$ cat config.mk
export PLATFORM = sky130hd
export DESIGN_NAME = periph_select_ctl
export DESIGN_NICKNAME = d
export VERILOG_FILES = /design/src/rtl/pcs_pkg.sv /design/src/rtl/pcs_regs.sv /design/src/rtl/pcs_decode.sv /design/src/rtl/pcs_waitctl.sv /design/src/rtl/periph_select_ctl.sv
export SDC_FILE = /design/constraint.sdc
export NUM_CORES = 1
export LEC_CHECK = 0
export BUFFER_PORTS_ARGS = -buffer_cell sky130_fd_sc_hd__buf_2
export CORE_MARGIN = 2
export CORE_UTILIZATION = 43
export DETAILED_ROUTE_END_ITERATION = 10
export PLACE_DENSITY = 0.83
export SLEW_MARGIN = 20
export SYNTH_ARGS = -nofsm -noshare
export SYNTH_HDL_FRONTEND = slang
export SYNTH_SLANG_ARGS = --single-unit
$ cat constraint.sdc
create_clock -name clk -period 3.3 [get_ports clk]
set_input_delay 0.825 -clock clk [delete_from_list [all_inputs] [get_ports clk]]
set_output_delay 0.825 -clock clk [all_outputs]
set_load 0.005 [all_outputs]
$ cat src/rtl/pcs_pkg.sv
package pcs_pkg;
  localparam int ADDR_W    = 20;
  localparam int DATA_W    = 16;
  localparam int START_W   = 7;
  localparam int WS_W      = 2;
  localparam int IO_ADDR_W = 16;

  typedef enum logic {
    ST_IDLE   = 1'b0,
    ST_ACTIVE = 1'b1
  } cyc_st_t;
endpackage

$ cat src/rtl/pcs_regs.sv
module pcs_regs #(
  parameter int DATA_W  = 16,
  parameter int START_W = 7,
  parameter int WS_W    = 2,
  parameter int WS_RST  = 3
) (
  input  logic               clk,
  input  logic               rst_n,
  input  logic               wr,
  input  logic               rd,
  input  logic [DATA_W-1:0]  wdata,
  output logic [DATA_W-1:0]  rdata,
  output logic [START_W-1:0] start_o,
  output logic               nordy_o,
  output logic [WS_W-1:0]    ws_o,
  output logic               armed_o
);
  localparam int START_LO = DATA_W - START_W;
  localparam int NORDY_B  = WS_W;

  logic [START_W-1:0] start_q, start_d;
  logic               nordy_q, nordy_d;
  logic [WS_W-1:0]    ws_q, ws_d;
  logic               armed_q, armed_d;
  logic               cfg_en;

  // next state
  always_comb begin
    cfg_en  = wr;
    start_d = wdata[DATA_W-1:START_LO];
    nordy_d = wdata[NORDY_B];
    ws_d    = wdata[WS_W-1:0];
    armed_d = armed_q | wr | rd;
  end

  // registers
  always_ff @(posedge clk or negedge rst_n) begin
    if (!rst_n) begin
      start_q <= '0;
      nordy_q <= 1'b0;
      ws_q    <= WS_W'(WS_RST);
      armed_q <= 1'b0;
    end else begin
      if (cfg_en) begin
        start_q <= start_d;
        nordy_q <= nordy_d;
        ws_q    <= ws_d;
      end
      armed_q <= armed_d;
    end
  end

  // read-back: reserved bits tie to zero
  for (genvar i = 0; i < DATA_W; i++) begin : g_rd
    if (i >= START_LO) begin : g_start
      assign rdata[i] = start_q[i-START_LO];
    end else if (i == NORDY_B) begin : g_nordy
      assign rdata[i] = nordy_q;
    end else if (i < WS_W) begin : g_ws
      assign rdata[i] = ws_q[i];
    end else begin : g_rsvd
      assign rdata[i] = 1'b0;
    end
  end

  assign start_o = start_q;
  assign nordy_o = nordy_q;
  assign ws_o    = ws_q;
  assign armed_o = armed_q;
endmodule

$ cat src/rtl/pcs_decode.sv
module pcs_decode #(
  parameter int ADDR_W    = 20,
  parameter int START_W   = 7,
  parameter int IO_ADDR_W = 16
) (
  input  logic [ADDR_W-1:0]  addr,
  input  logic               is_io,
  input  logic [START_W-1:0] start,
  input  logic               armed,
  output logic               hit
);
  localparam int CMP_LO = ADDR_W - START_W;

  logic [ADDR_W-1:0] io_addr;
  logic [ADDR_W-1:0] eff_addr;

  if (IO_ADDR_W < ADDR_W) begin : g_io_trunc
    assign io_addr = {{(ADDR_W-IO_ADDR_W){1'b0}}, addr[IO_ADDR_W-1:0]};
  end else begin : g_io_full
    assign io_addr = addr;
  end

  always_comb begin
    eff_addr = is_io ? io_addr : addr;
    hit      = armed && (eff_addr[ADDR_W-1:CMP_LO] >= start);
  end
endmodule

$ cat src/rtl/pcs_waitctl.sv
module pcs_waitctl
  import pcs_pkg::*;
#(
  parameter int WS_W = 2
) (
  input  logic            clk,
  input  logic            rst_n,
  input  logic            cyc_start,
  input  logic            hit,
  input  logic [WS_W-1:0] ws,
  input  logic            nordy,
  input  logic            bus_rdy,
  output logic            cs_o,
  output logic            done_o,
  output logic            nordy_lat_o
);
  cyc_st_t         st_q, st_d;
  logic [WS_W-1:0] cnt_q, cnt_d;
  logic            nrd_q, nrd_d;
  logic            cnt_en, nrd_en;
  logic            cnt_zero, rdy_ok, done;

  always_comb begin
    cnt_zero = (cnt_q == '0);
    rdy_ok   = nrd_q | bus_rdy;
    done     = (st_q == ST_ACTIVE) && cnt_zero && rdy_ok;
    st_d     = st_q;
    cnt_d    = cnt_q;
    nrd_d    = nrd_q;
    cnt_en   = 1'b0;
    nrd_en   = 1'b0;
    case (st_q)
      ST_IDLE: begin
        if (cyc_start && hit) begin
          st_d   = ST_ACTIVE;
          cnt_d  = ws;
          nrd_d  = nordy;
          cnt_en = 1'b1;
          nrd_en = 1'b1;
        end
      end
      ST_ACTIVE: begin
        if (done) begin
          st_d = ST_IDLE;
        end else if (!cnt_zero) begin
          cnt_d  = cnt_q - 1'b1;
          cnt_en = 1'b1;
        end
      end
      default: st_d = ST_IDLE;
    endcase
  end

  always_ff @(posedge clk or negedge rst_n) begin
    if (!rst_n) begin
      st_q  <= ST_IDLE;
      cnt_q <= '0;
      nrd_q <= 1'b0;
    end else begin
      st_q <= st_d;
      if (cnt_en) cnt_q <= cnt_d;
      if (nrd_en) nrd_q <= nrd_d;
    end
  end

  assign cs_o        = (st_q == ST_ACTIVE);
  assign done_o      = done;
  assign nordy_lat_o = nrd_q;
endmodule

$ cat src/rtl/periph_select_ctl.sv
module periph_select_ctl
  import pcs_pkg::*;
#(
  parameter int P_ADDR_W    = ADDR_W,
  parameter int P_DATA_W    = DATA_W,
  parameter int P_START_W   = START_W,
  parameter int P_WS_W      = WS_W,
  parameter int P_IO_ADDR_W = IO_ADDR_W,
  parameter int P_WS_RST    = 3
) (
  input  logic                clk,
  input  logic                rst_n,
  input  logic                reg_wr,
  input  logic                reg_rd,
  input  logic [P_DATA_W-1:0] reg_wdata,
  output logic [P_DATA_W-1:0] reg_rdata,
  input  logic                cyc_start,
  input  logic [P_ADDR_W-1:0] cyc_addr,
  input  logic                cyc_io,
  input  logic                bus_rdy,
  output logic                cs_o,
  output logic                cyc_done
);
  logic [P_START_W-1:0] cfg_start;
  logic                 cfg_nordy;
  logic [P_WS_W-1:0]    cfg_ws;
  logic                 cfg_armed;
  logic                 dec_hit;
  logic                 cyc_nordy;

  pcs_regs #(
    .DATA_W (P_DATA_W),
    .START_W(P_START_W),
    .WS_W   (P_WS_W),
    .WS_RST (P_WS_RST)
  ) u_regs (
    .clk    (clk),
    .rst_n  (rst_n),
    .wr     (reg_wr),
    .rd     (reg_rd),
    .wdata  (reg_wdata),
    .rdata  (reg_rdata),
    .start_o(cfg_start),
    .nordy_o(cfg_nordy),
    .ws_o   (cfg_ws),
    .armed_o(cfg_armed)
  );

  pcs_decode #(
    .ADDR_W   (P_ADDR_W),
    .START_W  (P_START_W),
    .IO_ADDR_W(P_IO_ADDR_W)
  ) u_dec (
    .addr (cyc_addr),
    .is_io(cyc_io),
    .start(cfg_start),
    .armed(cfg_armed),
    .hit  (dec_hit)
  );

  pcs_waitctl #(
    .WS_W(P_WS_W)
  ) u_wait (
    .clk        (clk),
    .rst_n      (rst_n),
    .cyc_start  (cyc_start),
    .hit        (dec_hit),
    .ws         (cfg_ws),
    .nordy      (cfg_nordy),
    .bus_rdy    (bus_rdy),
    .cs_o       (cs_o),
    .done_o     (cyc_done),
    .nordy_lat_o(cyc_nordy)
  );
endmodule

==> out/results.txt <==
Remaining antenna violation count after routing = 0
Delay of the slowest cell on the worst path = 380 ps
Asr flop ratio synth = 100%
Crit-path cells = inv_1 -> ha_1 -> o211a_1 -> buf_2
EDFF count, synth = 0
RePlAce Congestion = 0.696
Net switching power figure = 185 µW
CTS clock-pin slew for the worst setup and hold paths = 90 ps
Post-CTS sizing = 0
Yosys warnings = 0
CTS root buffer = clkbuf_4
Cell accounting for the most synthesized area = dfrtp_1
Setup clock skew after layout = 4.93 ps
Delay-heaviest family, CP = flip-flops
Maximum fanout along the worst path = 4
Pwr dens = 518 mW/mm²
CTS buffer count = 3
WL/cell = 11.2 µm
Die width = 49.5 µm
Yosys cell types = 24
H-tree Lvls = 1
Starting DRT DRC Count = 4
Nets = 178
Setup TNS = 0 ps
HPWL after detailed placement = 1370 µm
Vias in the first global route = 711
Die area = 0.00245 mm²
Row cnt = 16
Pin count of the biggest net entering global routing = 18
Seq/Total Area, Yosys = 42.5%
DP Worst Slack = 1020 ps
Global-route wire length before repair = 2860 µm
Type of origin of the critical path = flip-flop
Fin crit share = 64.3%
CTS tree = built
Drt first pass iters = 4
ANT cells = 0
Arr. time, crit path = 1300 ps
P_int = 375 µW
Hold-fix buffers at CTS = 0
WL final = 1700 µm
IO Pins = 61
Vias per cell = 4.68
Cell Area, Synth = 888 µm²
Buffer depth of the longest clock path = 2
WP buf/inv = 2
Count leader, synth = dfrtp_1
Post-synth top area share = 36.6%
Endpoint class of the critical path = primary output
Max-cap violations = 0
Sw frac = 33.1%
Vias = 712
VDD IR max = 0.000257 V
Critical-path top delay cell = dfrtp_1
Area growth syn-to-layout = 21.8%
# clock sinks = 15
Remaining DRCs = 0
Status = finished, final reports clean
Kind of critical path = flip-flop to primary output
Top post-synthesis cells by area = dfrtp_1 (37%), ha_1 (13%), buf_4 (5.9%)
Ys flop type = dfrtp_1
Postcts setup bufs = 0
Post-route minimum period = 2120 ps
Clock share of power = 18.3%
Share of cells above drive strength 1 = 39.2%
Logic gate share of total power = 37.2%
Core area = 0.00196 mm²
Synth cell count leaders = dfrtp_1 (13), inv_1 (10), ha_1 (9), nand2_1 (9)
Fin. max-slew vios = 0
Post-route setup slack = 1180 ps
Seq cells post-synth = 15
Antenna violations before repair = 0
Post-Synthesis Cells = 90
Final setup viols = 0
Fmax = 472 MHz
Worst EP required = 2470 ps
# port buffers = 35
Final Hold Fails = 0
Reg power frac = 44.5%
All-Layer GR Usage = 15.4%
Avg Inst Size Synth = 9.87 µm²
Leakage Power = 0.591 nW
Worst-Skew Late Latency = 280 ps
Initial Utilization = 45.3%
Die Height = 49.5 µm
RSZ-0062 raised after global routing = false
HP Class = input pin to asynchronous set/reset pin
Overflow after GRT = 0
-- worst paths after layout --
path | from | to | slack, ps | cells after the start
worst max-delay path | u_wait.cnt_q[0] | cyc_done | 1180 | 4
worst min-delay path | rst_n | u_regs.start_o[3] | 440 | 1
worst max register to register | u_regs.start_o[2] | u_wait.nordy_lat_o | 1620 | 7
worst min register to register | u_regs.armed_o | u_regs.armed_o | 510 | 1
max in group asynchronous | rst_n | u_regs.ws_o[1] | 2560 | 1
min in group clk | u_regs.armed_o | u_regs.armed_o | 510 | 1
-- per-stage QoR --
| step | area (µm²) | total power, mW | hold slack [ps] | instances | util (%) |
|---|---|---|---|---|---|
| 2_1_floorplan | 907 | 0.403 | 462 | 95 | - |
| 3_5_place_dp | 1060 | 0.462 | 490 | 148 | 53.8 |
| 6_report | 1080 | 0.561 | 438 | 152 | 55.2 |
| 5_1_grt | 1080 | 0.609 | 436 | 152 | 55.2 |
| 3_3_place_gp | 1060 | 0.450 | 485 | 148 | 53.8 |
| 4_1_cts | 1080 | 0.569 | 437 | 152 | 55.2 |
-- flip-flops by register name (all words and copies together) (netlist names) --
signal              cells
u_regs.start_o          7
u_regs.ws_o             2
u_wait.cnt_q            2
u_regs.armed_o          1
u_regs.nordy_o          1
u_wait.cs_o             1
u_wait.nordy_lat_o      1
-- per-layer routing --
| layer | share of wire (%) | wire length (µm) | up-vias | global-route usage [%] |
|---|---|---|---|---|
| met5 | 0 | 0 | - | 0 |
| met4 | 2.4 | 41 | 0 | 8.33 |
| met3 | 5.8 | 98 | 5 | 3.94 |
| met2 | 51 | 870 | 26 | 28.2 |
| met1 | 41 | 689 | 325 | 16.0 |
| li1 | - | - | 356 | - |
-- power by group through the flow --
stage / combinational, mW / clock, mW / sequential (mW)
floorplan: 0.153 / 0 / 0.250
global placement: 0.199 / 0 / 0.251
detailed placement: 0.210 / 0 / 0.252
CTS: 0.211 / 0.109 / 0.249
global route: 0.240 / 0.116 / 0.254
finish: 0.208 / 0.103 / 0.249
-- area by class of cell --
cell class | count | area (µm²)
Fill cell | 201 | 880
Multi-Input combinational cell | 61 | 432
Sequential cell | 15 | 378
Timing Repair Buffer | 35 | 175
Inverter | 10 | 37.5
Tap cell | 27 | 33.8
Clock buffer | 4 | 26.3
-- logic make-up (layout without fill, tap and decap cells) --
logic type / after synthesis / count (layout) / synth area share [%]
xor+xnor: 1 / 1 / 0.986
compound gates: 18 / 18 / 12.7
simple gates: 20 / 20 / 10.7
mux: 7 / 7 / 9.01
fa+ha+maj: 9 / 9 / 12.7
other cells: 1 / 6 / 0.422
buf+inv: 19 / 49 / 11.0
flops: 15 / 15 / 42.5
-- placed cells by master (no fill, tap or decap) --
| cell | synthesis | routed |
|---|---|---|
| mux2_4 | 1 | 1 |
| mux2i_1 | 2 | 2 |
| nor2_1 | 3 | 3 |
| nor2b_1 | 5 | 5 |
| dfrtp_1 | 13 | 13 |
| or3_1 | 1 | 1 |
| o311a_1 | 1 | 1 |
| nand4_1 | 1 | 1 |
| o22ai_1 | 1 | 1 |
| xnor2_1 | 1 | 1 |
| conb_1 | 1 | 6 |
| dfstp_2 | 2 | 2 |
| ha_1 | 9 | 9 |
| o21ai_0 | 7 | 7 |
| nor2_2 | 1 | 1 |
| a21oi_2 | 3 | 3 |
| clkbuf_4 | 0 | 3 |
| nand2_1 | 9 | 9 |
| o21ai_1 | 1 | 1 |
| o211a_1 | 1 | 1 |
| buf_2 | 0 | 35 |
| mux2_2 | 4 | 4 |
| a21oi_1 | 4 | 4 |
| clkbuf_1 | 2 | 1 |
| inv_1 | 10 | 10 |
No activity file was read; power rests on OpenSTA's default activity.
